### src/rtl/rxb_pkg.sv
// Shared types for the serial receive buffer.
package rxb_pkg;
    // Per-character status carried through the queue
    typedef struct packed {
        logic bit9;
        logic ferr;
        logic dor;
    } rxb_flags_t;

    localparam int FLAGS_W = $bits(rxb_flags_t);
endpackage

### src/rtl/rxb_fifo.sv
// Circular character queue of DEPTH entries. Each entry holds the data and its flags.
// Assumes: wr_en only when not full, pop only when not empty, and mark_dor only when
// full. These are guaranteed by the parent.
module rxb_fifo
    import rxb_pkg::*;
#(
    parameter int DATA_W = 8,
    parameter int DEPTH  = 2
) (
    input  logic              clk,
    input  logic              rst_n,
    input  logic              wr_en,
    input  logic [DATA_W-1:0] wr_data,
    input  rxb_flags_t        wr_flags,
    input  logic              pop,
    input  logic              mark_dor,
    output logic [DATA_W-1:0] head_data,
    output rxb_flags_t        head_flags,
    output logic [$clog2(DEPTH+1)-1:0] count
);
    localparam int PW = (DEPTH > 1) ? $clog2(DEPTH) : 1;
    localparam int CW = $clog2(DEPTH + 1);
    localparam logic [PW-1:0] LAST_IDX = PW'(DEPTH - 1);
    localparam logic [CW-1:0] FULL_CNT = CW'(DEPTH);

    logic [DATA_W-1:0] data_mem [DEPTH];
    rxb_flags_t        flag_mem [DEPTH];
    logic [PW-1:0]     rd_ptr, wr_ptr, newest_ptr;

    function automatic logic [PW-1:0] ptr_inc(input logic [PW-1:0] p);
        return (p == LAST_IDX) ? '0 : p + 1'b1;
    endfunction

    // Index of the most recently written entry
    always_comb newest_ptr = (wr_ptr == '0) ? LAST_IDX : wr_ptr - 1'b1;

    // Storage entries: write a new character, or set the overrun flag of the newest one
    for (genvar gi = 0; gi < DEPTH; gi++) begin : g_ent
        always_ff @(posedge clk) begin
            if (!rst_n) begin
                data_mem[gi] <= '0;
                flag_mem[gi] <= '0;
            end else if (wr_en && wr_ptr == PW'(gi)) begin
                data_mem[gi] <= wr_data;
                flag_mem[gi] <= wr_flags;
            end else if (mark_dor && newest_ptr == PW'(gi)) begin
                flag_mem[gi].dor <= 1'b1;
            end
        end
    end

    // Pointer and occupancy bookkeeping
    always_ff @(posedge clk) begin
        if (!rst_n) begin
            rd_ptr <= '0;
            wr_ptr <= '0;
            count  <= '0;
        end else begin
            if (wr_en) wr_ptr <= ptr_inc(wr_ptr);
            if (pop)   rd_ptr <= ptr_inc(rd_ptr);
            case ({wr_en, pop})
                2'b10:   count <= count + 1'b1;
                2'b01:   count <= count - 1'b1;
                default: count <= count;
            endcase
        end
    end

    // Head of queue seen by the host
    always_comb begin
        head_data  = data_mem[rd_ptr];
        head_flags = flag_mem[rd_ptr];
    end


    no_overflow_chk: assert property (@(posedge clk) disable iff (!rst_n)
        count <= FULL_CNT);

    wr_room_chk: assert property (@(posedge clk) disable iff (!rst_n)
        wr_en |-> count < FULL_CNT);

    no_underflow_chk: assert property (@(posedge clk) disable iff (!rst_n)
        pop |-> count != '0);

    dor_when_full_chk: assert property (@(posedge clk) disable iff (!rst_n)
        mark_dor |-> count == FULL_CNT);
endmodule

### src/rtl/rxb_hold.sv
// Holding stage that stands for the receive shift register. It admits characters
// into the queue, keeps one character while the queue is full, and declares
// overrun. Assumes frame_valid and start_det are not both asserted in one cycle.
module rxb_hold
    import rxb_pkg::*;
#(
    parameter int DATA_W = 8
) (
    input  logic              clk,
    input  logic              rst_n,
    input  logic              frame_valid,
    input  logic [DATA_W-1:0] frame_data,
    input  rxb_flags_t        frame_flags,
    input  logic              start_det,
    input  logic              has_space,
    output logic              wr_en,
    output logic [DATA_W-1:0] wr_data,
    output rxb_flags_t        wr_flags,
    output logic              overrun
);
    logic              held;
    logic [DATA_W-1:0] held_data;
    rxb_flags_t        held_flags;
    logic              move, direct;

    // Admission: a held character has priority over a new frame
    always_comb begin
        move     = held && has_space;
        direct   = frame_valid && !held && has_space;
        wr_en    = move || direct;
        wr_data  = move ? held_data  : frame_data;
        wr_flags = move ? held_flags : frame_flags;
        overrun  = start_det && held && !has_space;
    end

    // Holding register: capture frames that cannot enter, release on move or overrun
    always_ff @(posedge clk) begin
        if (!rst_n) begin
            held       <= 1'b0;
            held_data  <= '0;
            held_flags <= '0;
        end else if (frame_valid && !direct) begin
            held       <= 1'b1;
            held_data  <= frame_data;
            held_flags <= frame_flags;
        end else if (move || overrun) begin
            held <= 1'b0;
        end
    end


    hold_keep_chk: assert property (@(posedge clk) disable iff (!rst_n)
        frame_valid && !has_space |=> held);

    hold_release_chk: assert property (@(posedge clk) disable iff (!rst_n)
        held && has_space && !frame_valid |=> !held);

    ovr_drop_chk: assert property (@(posedge clk) disable iff (!rst_n)
        overrun && !frame_valid |=> !held);
endmodule

### src/rtl/rxb_host.sv
// Host read registers: the data register is loaded on a pop, and the status
// register is loaded from the head entry on a status read.
// Assumes pop is already gated with "queue not empty".
module rxb_host
    import rxb_pkg::*;
#(
    parameter int DATA_W = 8
) (
    input  logic              clk,
    input  logic              rst_n,
    input  logic              pop,
    input  logic              stat_rd,
    input  logic              not_empty,
    input  logic [DATA_W-1:0] head_data,
    input  rxb_flags_t        head_flags,
    output logic [DATA_W-1:0] rd_q,
    output logic [FLAGS_W-1:0] stat_q
);
    // Data register: takes the head character when it is popped
    always_ff @(posedge clk) begin
        if (!rst_n)   rd_q <= '0;
        else if (pop) rd_q <= head_data;
    end

    // Status register: snapshot of the head flags, zero when empty
    always_ff @(posedge clk) begin
        if (!rst_n)       stat_q <= '0;
        else if (stat_rd) stat_q <= not_empty ? head_flags : '0;
    end


    rd_hold_chk: assert property (@(posedge clk) disable iff (!rst_n)
        !pop |=> $stable(rd_q));

    stat_hold_chk: assert property (@(posedge clk) disable iff (!rst_n)
        !stat_rd |=> $stable(stat_q));
endmodule

### src/rtl/uart_rxbuf.sv
// Receive buffer top: a queue of DEPTH entries, a holding stage, and host read
// registers. Serial sampling and baud timing are handled upstream.
module uart_rxbuf
    import rxb_pkg::*;
#(
    parameter int DATA_W = 8,
    parameter int DEPTH  = 2
) (
    input  logic              clk,
    input  logic              rst_n,
    input  logic              frame_valid,
    input  logic [DATA_W-1:0] frame_data,
    input  logic              frame_bit9,
    input  logic              frame_ferr,
    input  logic              start_det,
    input  logic              data_rd,
    input  logic              stat_rd,
    output logic              rx_ready,
    output logic [DATA_W-1:0] rd_q,
    output logic [2:0]        stat_q
);
    localparam int CW = $clog2(DEPTH + 1);

    logic [CW-1:0]     count;
    logic              has_space, pop, wr_en, overrun;
    logic [DATA_W-1:0] wr_data, head_data;
    rxb_flags_t        wr_flags, head_flags, in_flags;

    // Glue: incoming flags, pop gating, occupancy view
    always_comb begin
        in_flags  = '{bit9: frame_bit9, ferr: frame_ferr, dor: 1'b0};
        has_space = count < CW'(DEPTH);
        rx_ready  = count != '0;
        pop       = data_rd && rx_ready;
    end

    rxb_hold #(.DATA_W(DATA_W)) u_hold (
        .clk(clk), .rst_n(rst_n), .frame_valid(frame_valid), .frame_data(frame_data),
        .frame_flags(in_flags), .start_det(start_det), .has_space(has_space),
        .wr_en(wr_en), .wr_data(wr_data), .wr_flags(wr_flags), .overrun(overrun)
    );

    rxb_fifo #(.DATA_W(DATA_W), .DEPTH(DEPTH)) u_fifo (
        .clk(clk), .rst_n(rst_n), .wr_en(wr_en), .wr_data(wr_data), .wr_flags(wr_flags),
        .pop(pop), .mark_dor(overrun), .head_data(head_data), .head_flags(head_flags),
        .count(count)
    );

    rxb_host #(.DATA_W(DATA_W)) u_host (
        .clk(clk), .rst_n(rst_n), .pop(pop), .stat_rd(stat_rd), .not_empty(rx_ready),
        .head_data(head_data), .head_flags(head_flags), .rd_q(rd_q), .stat_q(stat_q)
    );


    ready_after_write_chk: assert property (@(posedge clk) disable iff (!rst_n)
        wr_en && !pop |=> rx_ready);

    reset_state_chk: assert property (@(posedge clk)
        !rst_n |=> !rx_ready && rd_q == '0 && stat_q == '0);
endmodule

### config.mk
export PLATFORM = sky130hd
export DESIGN_NAME = uart_rxbuf
export DESIGN_NICKNAME = d
export VERILOG_FILES = /design/src/rtl/rxb_pkg.sv /design/src/rtl/rxb_fifo.sv /design/src/rtl/rxb_hold.sv /design/src/rtl/rxb_host.sv /design/src/rtl/uart_rxbuf.sv
export SDC_FILE = /design/constraint.sdc
export NUM_CORES = 1
export LEC_CHECK = 0
export BUFFER_PORTS_ARGS = -buffer_cell sky130_fd_sc_hd__buf_2
export CAP_MARGIN = 10
export CORE_MARGIN = 3
export CORE_UTILIZATION = 30
export CTS_CLUSTER_SIZE = 28
export DETAILED_ROUTE_END_ITERATION = 10
export GPL_TIMING_DRIVEN = 0
export MAX_ROUTING_LAYER = met4
export REMOVE_ABC_BUFFERS = 1
export SLEW_MARGIN = 25
export SYNTH_ARGS = -nofsm -noshare
export SYNTH_HDL_FRONTEND = slang
export SYNTH_SLANG_ARGS = --single-unit
### constraint.sdc
create_clock -name clk -period 2.4 [get_ports clk]
set_clock_uncertainty 0.05 [all_clocks]
set_input_delay 0.48 -clock clk [delete_from_list [all_inputs] [get_ports clk]]
set_output_delay 0.48 -clock clk [all_outputs]
set_load 0.02 [all_outputs]
==> summary.txt <==
status: completed
hold path cells: 3
Ports: 28
number of nets with antenna violations after detailed routing: 0
Yosys top cell by area: edfxtp_1
r2r endpoint: u_fifo.count[1]$_SDFFE_PN0P_
DIE WIDTH: 90.0 um
largest family of logic cells by synthesized area: multiplexers
RD Place Congestion: 0.710
fraction of registers with async set/reset: 0%
cts repair resizes: 0
largest net degree at the start of global routing: 35
global-route wire length before repair: 5.98 mm
GR Util All Layers: 9.47%
TritonCTS clock tree: yes
Final Hold Fails: 0
Synth Area in Compound Gates: 8.40%
Die Y: 90.0 um
port bufs: 27
initial DRC count: 36
VDD IR max: 0.200 mV
Setup-failing EPs final: 0
Post-layout nets: 220
CP Buf/Inv Count: 0
Reg2Reg Setup Slack: 0.31 ns
post-synthesis cell count: 180
routed vias/inst: 4.30
drt total wl: 3.44 mm
Slew headroom: 56.3%
synth warn: 0
crit-path cells: o21a_1, ha_1, or3_1, a21boi_1
TritonCTS buffer count: 5
DR DRC count: 0
Hold-fix buffers, CTS: 0
Pre-antenna DRT Iters: 4
initial antenna violation count: 0
max-cap viol count: 0
vias: 1277
dpl cells: 289
worst-skew pair later-pin latency: 0.30 ns
Finished Layout Cells: 297
clock sink total: 49
synthesized area per cell: 11.7 sq um
synth-to-layout area growth: 12.5%
CP Class: reg2reg
Overflow after GRT: 0
Die ar.: 8090 sq um
Cell Area, Synth: 2110 sq um
top area cells in the synthesized netlist: edfxtp_1, dfxtp_1, mux2i_1
WL/cell: 11.6 um
post-synthesis mux area share: 14.7%
root buffer cell: clkbuf_8
largest stage delay on the critical path: 0.59 ns
H-tree depth: 2
crit share post-route: 87.1%
top cells by count, synth: mux2i_1, dfxtp_1, edfxtp_1
crit-path leading delay family: compound AO/OA/AOI/OAI gates
final setup TNS: 0 ns
Distinct cells, synth: 35
hold path start: frame_ferr
fraction of layout cells with a size suffix above 1: 19.6%
CP Capture Type: flop
Final min period: 2.09 ns
vias in the first global route: 1257
Final WS setup: 0.309 ns
r2r startpoint: u_fifo.count[1]$_SDFFE_PN0P_
Pwr Total: 2.30 mW
fmax: 478 MHz
Slew @ Worst Pin: 0.656 ns
Worst path slowest cell: o21a_1
Critical Path RT: 2.58 ns
postcts setup bufs: 0
Clock Pin Slew Worst Setup and Hold Paths: 0.09 ns
Synth Flop Type: dfxtp_1
Seq/Total Area, Yosys: 56.8%
ANT cells: 0
Core Area: 6600 sq um
Max Transition Viols Final: 0
simple-gate share of the synthesized area: 13.7%
HPWL Detailed: 2.45 mm
Worst Reg2Reg Path Length in Cells: 4
Site Rows: 29
Clock Path Buffers: 2
startpoint types: flop
Post-synth EDFFs: 22
most numerous cell in the Yosys netlist: mux2i_1
Final Util: 36.0%
Worst EP arrival: 2.27 ns
Leak: 1.10 nW
Synth Area in Adders: 0.592%
Post-Synth XOR/XNOR Area: 1.66%
unrepaired setup endpoints after global routing: no
PwrDens: 967 nW/um^2
worst slack, placed: 0.312 ns
Hold WC Path Type: in2reg
Max FO, Critical Path: 18
Starting Density: 32.0%
share of the synthesized area in the top cell type: 31.2%
hold endpoint: u_hold.held_flags[1]$_SDFFE_PN0P_
synthesized flop and latch total: 49
-- power breakdown --
| part | switching, mW | internal, mW | total, mW |
|---|---|---|---|
| registers | 0.130 | 1.07 | 1.20 |
| clock network | 0.256 | 0.206 | 0.462 |
| logic | 0.343 | 0.295 | 0.638 |
| total | 0.729 | 1.57 | 2.30 |
-- registers in the layout, indices dropped and copies added (netlist names), named ones only --
signal and count:
u_fifo.flag_mem 6, u_host.rd_q 8, u_hold.held_data 8, u_host.stat_q 3, u_hold.held 1, u_fifo.count 2
u_hold.held_flags 2, u_fifo.rd_ptr 1, u_fifo.data_mem 16, u_fifo.wr_ptr 1
-- cell families (layout without fill, tap and decap cells) --
kind of cell / after synthesis / count (layout)
AO/OA/AOI/OAI: 22 / 22
XOR/XNOR: 4 / 4
adder cells (fa/ha/maj): 1 / 1
buffers and inverters: 15 / 39
flip-flops: 49 / 49
multiplexers: 31 / 31
AND/OR/NAND/NOR: 58 / 58
-- worst max-delay path by stage --
stage	start	end	cells after the start
finish	u_fifo.count[1]$_SDFFE_PN0P_	u_fifo.count[1]$_SDFFE_PN0P_	4
global route	u_fifo.count[1]$_SDFFE_PN0P_	u_fifo.count[1]$_SDFFE_PN0P_	4
floorplan	data_rd	u_fifo.count[1]$_SDFFE_PN0P_	4
CTS	u_fifo.count[1]$_SDFFE_PN0P_	u_fifo.count[1]$_SDFFE_PN0P_	4
detailed placement	u_fifo.count[1]$_SDFFE_PN0P_	u_fifo.count[1]$_SDFFE_PN0P_	4
global placement	data_rd	u_fifo.count[1]$_SDFFE_PN0P_	5
-- per-layer routing --
metal,vias up,routed length (um),global-route usage (%)
met5,-,0,-
met4,0,59,4.59
met3,7,122,2.84
met2,26,1650,15.1
met1,572,1610,10.9
li1,672,-,-
-- final cells by class --
type                    instances  area (sq um)
inverters                       4          15.0
well taps                      93           116
fillers                       692          4220
repair buffers                 27           135
clock buffers                   7          76.3
clock inverters                 1          7.51
flip-flops and latches         49          1200
multi-input cells             116           828
-- worst min-delay path: cells and delay by family --
| kind | cells | cell delay [ns] |
|---|---|---|
| buf+inv | 1 | 0.09 |
| simple gates | 1 | 0.09 |
| mux | 1 | 0.06 |
-- through the flow --
stage	area, sq um	hold slack [ns]
finish	2380	0.405
detailed placement	2300	0.432
global placement	2290	0.430
CTS	2380	0.400
global route	2380	0.410
floorplan	2040	0.435
-- cell usage in the layout, fill, tap and decap left out, drive strengths merged, types with 2 or more instances in the layout --
cell type  instances
dfxtp             27
o211a              8
o21ai              5
inv                4
and2               7
buf               27
o22ai              3
nor2b             11
edfxtp            22
xnor2              3
mux2i             31
nand2             12
clkbuf             7
nand3              2
a21boi             2
nor2              21
Power figures use the tool's default switching activity.
